[src/rtl/spi_clkstop_port.sv]
module spi_clkstop_port #(
  parameter int WORD_W = 8,
  parameter int DIV_W  = 8
) (
  input  logic              clk,
  input  logic              rst_n,
  input  logic              is_master,
  input  logic              ref_int,
  input  logic              ext_ref,
  input  logic [DIV_W-1:0]  div_set,
  input  logic              start,
  input  logic [WORD_W-1:0] tx_word,
  input  logic              dr_i,
  input  logic              sclk_i,
  input  logic              ssel_n_i,
  output logic [WORD_W-1:0] rx_word,
  output logic              done,
  output logic              sclk_o,
  output logic              ssel_n_o,
  output logic              dx_o,
  output logic              dx_oe
);
  localparam int CNT_W = DIV_W + 1;
  localparam int BIT_W = $clog2(WORD_W + 1);
  localparam logic [BIT_W-1:0] LAST_BIT = BIT_W'(WORD_W - 1);

  logic [2:0]        ext_q;
  logic              half_en;
  logic              ref_tick;
  logic [DIV_W-1:0]  div_eff;
  logic [CNT_W-1:0]  per_new, per, low_w, phase;
  logic              m_busy, sclk_r;
  logic [BIT_W-1:0]  bits;
  logic [WORD_W-1:0] shreg, rxreg;
  logic              sy_clk, sy_sel, s_clk, s_clk_d, s_sel, s_sel_d;

  assign div_eff  = (div_set == '0) ? DIV_W'(1) : div_set;
  assign per_new  = {1'b0, div_eff} + CNT_W'(1);
  assign ref_tick = ref_int | (ext_q[1] & ~ext_q[2]);
  assign sclk_o   = is_master & sclk_r;
  assign ssel_n_o = ~(is_master & m_busy);

  always_ff @(posedge clk or negedge rst_n) begin
    if (!rst_n) begin
      ext_q   <= '0;
      half_en <= 1'b0;
      sy_clk  <= 1'b0;
      sy_sel  <= 1'b0;
    end else begin
      ext_q   <= {ext_q[1:0], ext_ref};
      half_en <= ~half_en;
      sy_clk  <= sclk_i;
      sy_sel  <= ~ssel_n_i;
    end
  end

  always_ff @(posedge clk or negedge rst_n) begin
    if (!rst_n) begin
      m_busy  <= 1'b0;
      sclk_r  <= 1'b0;
      per     <= '0;
      low_w   <= '0;
      phase   <= '0;
      bits    <= '0;
      shreg   <= '0;
      rxreg   <= '0;
      rx_word <= '0;
      done    <= 1'b0;
      dx_o    <= 1'b0;
      dx_oe   <= 1'b0;
      s_clk   <= 1'b0;
      s_clk_d <= 1'b0;
      s_sel   <= 1'b0;
      s_sel_d <= 1'b0;
    end else begin
      done <= 1'b0;
      if (is_master) begin
        if (!m_busy) begin
          if (start) begin
            m_busy <= 1'b1;
            phase  <= '0;
            bits   <= '0;
            shreg  <= tx_word;
            per    <= per_new;
            low_w  <= per_new >> 1;
          end
        end else if (ref_tick) begin
          phase <= phase + CNT_W'(1);
          if (phase == low_w - CNT_W'(1)) begin
            sclk_r <= 1'b1;
            dx_o   <= shreg[WORD_W-1];
            dx_oe  <= 1'b1;
            shreg  <= shreg << 1;
          end
          if (phase == per - CNT_W'(1)) begin
            sclk_r <= 1'b0;
            phase  <= '0;
            rxreg  <= (rxreg << 1) | WORD_W'(dr_i);
            bits   <= bits + BIT_W'(1);
            if (bits == LAST_BIT) begin
              m_busy  <= 1'b0;
              dx_oe   <= 1'b0;
              done    <= 1'b1;
              rx_word <= (rxreg << 1) | WORD_W'(dr_i);
            end
          end
        end
      end else begin
        if (start && !s_sel) shreg <= tx_word;
        if (half_en) begin
          s_clk   <= sy_clk;
          s_clk_d <= s_clk;
          s_sel   <= sy_sel;
          s_sel_d <= s_sel;
          if (s_sel) begin
            if (!s_sel_d) begin
              bits  <= '0;
              rxreg <= '0;
            end
            if (s_clk && !s_clk_d) begin
              dx_o  <= shreg[WORD_W-1];
              dx_oe <= 1'b1;
              shreg <= shreg << 1;
            end
            if (!s_clk && s_clk_d) begin
              rxreg <= (rxreg << 1) | WORD_W'(dr_i);
              bits  <= bits + BIT_W'(1);
              if (bits == LAST_BIT) begin
                done    <= 1'b1;
                rx_word <= (rxreg << 1) | WORD_W'(dr_i);
              end
            end
          end else begin
            dx_oe <= 1'b0;
          end
        end
      end
    end
  end
endmodule


[config.mk]
export PLATFORM = sky130hd
export DESIGN_NAME = spi_clkstop_port
export DESIGN_NICKNAME = d
export VERILOG_FILES = /design/src/rtl/spi_clkstop_port.sv
export SDC_FILE = /design/constraint.sdc
export NUM_CORES = 1
export LEC_CHECK = 0
export BUFFER_PORTS_ARGS = -buffer_cell sky130_fd_sc_hd__buf_4
export CORE_MARGIN = 3
export CORE_UTILIZATION = 55
export DETAILED_ROUTE_END_ITERATION = 8
export PLACE_DENSITY = 0.75
export SKIP_LAST_GASP = 1
export SLEW_MARGIN = 20
export SYNTH_ARGS = -nofsm -noshare
export SYNTH_HDL_FRONTEND = slang
export SYNTH_SLANG_ARGS = --single-unit
[constraint.sdc]
create_clock -name clk -period 6.7 [get_ports clk]
set_input_delay 0 -clock clk [delete_from_list [all_inputs] [get_ports clk]]
set_output_delay 0 -clock clk [all_outputs]
set_load 0.1 [all_outputs]
==> impl_metrics.env <==
export IMPL_synth_compound_area_share_pct=14.1
export IMPL_yosys_mux_area_fraction_pct=12.3
export IMPL_io_buffers=37
export IMPL_num_vias=2924
export IMPL_start_kind="register"
export IMPL_finalNetCount=456
export IMPL_r2r_end="dx_oe"
export IMPL_grt_pass1_wl_mm=13.6
export IMPL_r2r_slack_ns=3.50
export IMPL_reg2reg_from="per[1]"
export IMPL_finish_utilization_pct=67.0
export IMPL_ys_ff_latch=60
export IMPL_grtUsageTotal_pct=22.6
export IMPL_yosys_cell_count_top_type="dfrtp_1"
export IMPL_hold_viol=0
export IMPL_io_pins=38
export IMPL_tns_ns=0
export IMPL_area_growth_pct=17.0
export IMPL_critPathMaxStageDelay_ns=0.63
export IMPL_synthesis_nets=416
export IMPL_ir_worst_vdd_uv=289
export IMPL_worstPathCellList="inv_1, ha_1, or3b_2, or3_1, a32oi_2, nand4_1, or4b_1, o311a_1"
export IMPL_ant_nets=0
export IMPL_yosys_top_cells_area="dfrtp_1 (41%), mux2_2 (10%), nand2_1 (3.7%), xnor2_1 (3.6%), o21ai_0 (3.4%)"
export IMPL_synth_top_family_by_area="simple AND/OR/NAND/NOR gates"
export IMPL_synth_area_sq_um=3680
export IMPL_drt_iter0_drc=211
export IMPL_cts_tree="done"
export IMPL_maxSlewViolCount=0
export IMPL_syn_instance_count=387
export IMPL_finalCriticalPeriod_ns=3.20
export IMPL_start_util_pct=57.3
export IMPL_tightest_slew_ns=0.911
export IMPL_overflow=0
export IMPL_grt_max_degree=61
export IMPL_required_ns=6.93
export IMPL_power_density_nw_per_um2=294
export IMPL_cts_resized=0
export IMPL_drive_above_1_share_pct=22.9
export IMPL_slew_headroom_pct=39.1
export IMPL_worst_slack_ns=3.50
export IMPL_avgSynthCellArea_sq_um=9.50
export IMPL_vias_per_cell=5.74
export IMPL_synth_xor_area_share_pct=6.91
export IMPL_async_flop_share_pct=100
export IMPL_clock_path_buffers=2
export IMPL_fin_total_pwr_w=0.00126
export IMPL_synth_distinct_cells=59
export IMPL_synthSimpleGateAreaFrac_pct=20.0
export IMPL_crit_fanout=12
export IMPL_cts_sink_count=60
export IMPL_dieHeight_um=87.8
export IMPL_dieArea_sq_um=7700
export IMPL_skew_ns=0.00863
export IMPL_synth_area_leader_cell="dfrtp_1"
export IMPL_insertion_delay_ns=0.34
export IMPL_cts_max_level=3
export IMPL_row_count=29
export IMPL_core_area_sq_um=6420
export IMPL_crit_path_top_delay_cell="or4b_1"
export IMPL_gp_congestion=0.853
export IMPL_min_delay_path_depth=3
export IMPL_final_period_utilization_pct=47.8
export IMPL_post_place_ws_ns=3.52
export IMPL_cts_hold_buf=15
export IMPL_antenna_found_initial=0
export IMPL_grt_pass1_vias=2866
export IMPL_crit_type="register to register"
export IMPL_max_cap_violations=0
export IMPL_synthAdderAreaFrac_pct=1.36
export IMPL_setup_violations=0
export IMPL_wire_per_inst_um=15.5
export IMPL_n_antenna_cell=0
export IMPL_power_leakage_nw=1.87
export IMPL_grt_setup_unrepaired="no"
export IMPL_run_status="finished clean"
export IMPL_fmax_mhz=312
export IMPL_synth_edf_count=0
export IMPL_synth_ff_type="dfrtp_1"
export IMPL_dp_hpwl_mm=5.45
export IMPL_wirelength_mm=7.89
export IMPL_hp_start="div_set[5]"
export IMPL_cts_setup_buffers=0
export IMPL_numCtsBuffers=9
export IMPL_drc=0
export IMPL_seq_area_frac_synth_pct=40.8
export IMPL_path_clk_slew_ns=0.07
export IMPL_end_kind="register"
export IMPL_die_w_um=87.8
export IMPL_hold_class="input pin to register"
export IMPL_ys_top_cells_by_count="dfrtp_1 (60), nand2_1 (36), mux2_2 (33), o21ai_0 (25), nor2_1 (22)"
export IMPL_whs_endpoint="per[5]"
export IMPL_ys_warn_count=0
export IMPL_arrival_ns=3.43
export IMPL_drtPass1Iterations=4
export IMPL_clockRootBuffer="clkbuf_8"
export IMPL_synth_top_cell_area_share_pct=40.8
export IMPL_r2r_cells=8
==> flip-flops by register name (all words and copies together) (netlist names) <==
register  count
dx_oe         1
s_sel_d       1
sy_clk        1
s_clk         1
half_en       1
s_sel         1
dx_o          1
sclk_r        1
per           8
shreg         8
bits          4
rxreg         7
m_busy        1
s_clk_d       1
rx_word       8
sy_sel        1
done          1
low_w         1
ext_q         3
phase         9
==> critical path, delay by kind of cell (launching register included) <==
family          cells  cell delay [ns]
simple gates        4             1.96
compound gates      2             0.37
fa+ha+maj           1             0.23
flops               1             0.43
buf+inv             1             0.10
==> metrics by stage <==
stage / area, sq um / hold WS (ns) / cells
finish: 4300 / 0.0165 / 509
CTS: 4300 / 0.00497 / 509
global route: 4300 / 0.0499 / 509
global placement: 3950 / 0.110 / 478
floorplan: 3680 / -0.296 / 387
detailed placement: 3950 / 0.110 / 478
==> how the worst max path moves through the flow <==
stage	from	slack [ns]	end
3_5_place_dp	per[1]	3.52	dx_oe
5_1_grt	per[1]	3.34	dx_oe
2_1_floorplan	per[2]	3.95	rx_word[0]
6_report	per[1]	3.50	dx_oe
4_1_cts	per[1]	3.50	dx_oe
3_3_place_gp	per[1]	3.65	dx_oe
==> layout by cell type, fill, tap and decap left out, types with 3 or more instances in the layout <==
cell / n
a21oi_1: 14
a31oi_1: 3
and3_1: 6
buf_4: 37
clkbuf_8: 10
dfrtp_1: 60
dlygate4sd3_1: 15
ha_1: 4
inv_1: 18
mux2_2: 33
mux2i_1: 8
nand2_1: 36
nand2b_1: 7
nand3_1: 12
nand3b_1: 3
nand4_1: 7
nor2_1: 22
nor2b_1: 13
nor3_1: 7
nor4_1: 5
o21ai_0: 25
o22ai_1: 3
o311ai_0: 4
xnor2_1: 15
xor2_1: 14
==> power by group <==
group / switching [W] / total [W] / leakage (nW) / internal, W
Clock: 0.000148 / 0.000329 / 0.0983 / 0.000181
Sequential: 0.0000872 / 0.000517 / 0.770 / 0.000429
Combinational: 0.000228 / 0.000418 / 1.00 / 0.000191
Total: 0.000463 / 0.00126 / 1.87 / 0.000801
==> layout make-up <==
class	instances	area (sq um)
fillers	492	2120
multi-input cells	286	2010
flip-flops and latches	60	1500
repair buffers	52	428
clock buffers	10	138
well taps	77	96.3
inverters	18	67.6
clock inverters	6	63.8
==> cells by family (layout without fill, tap and decap cells) <==
kind of cell,Yosys count,after routing
fa+ha+maj,4,4
simple gates,138,138
mux,41,41
flops,60,60
xor+xnor,29,29
buf+inv,41,86
compound gates,74,74
==> routing by layer <==
layer	share of wire [%]	vias up	global-route usage, %
li1	-	1454	-
met1	46	1403	29.9
met2	48	56	37.1
met3	3.8	11	5.17
met4	1.7	0	6.83
met5	0	-	0
(Power assumes the default switching activity.)
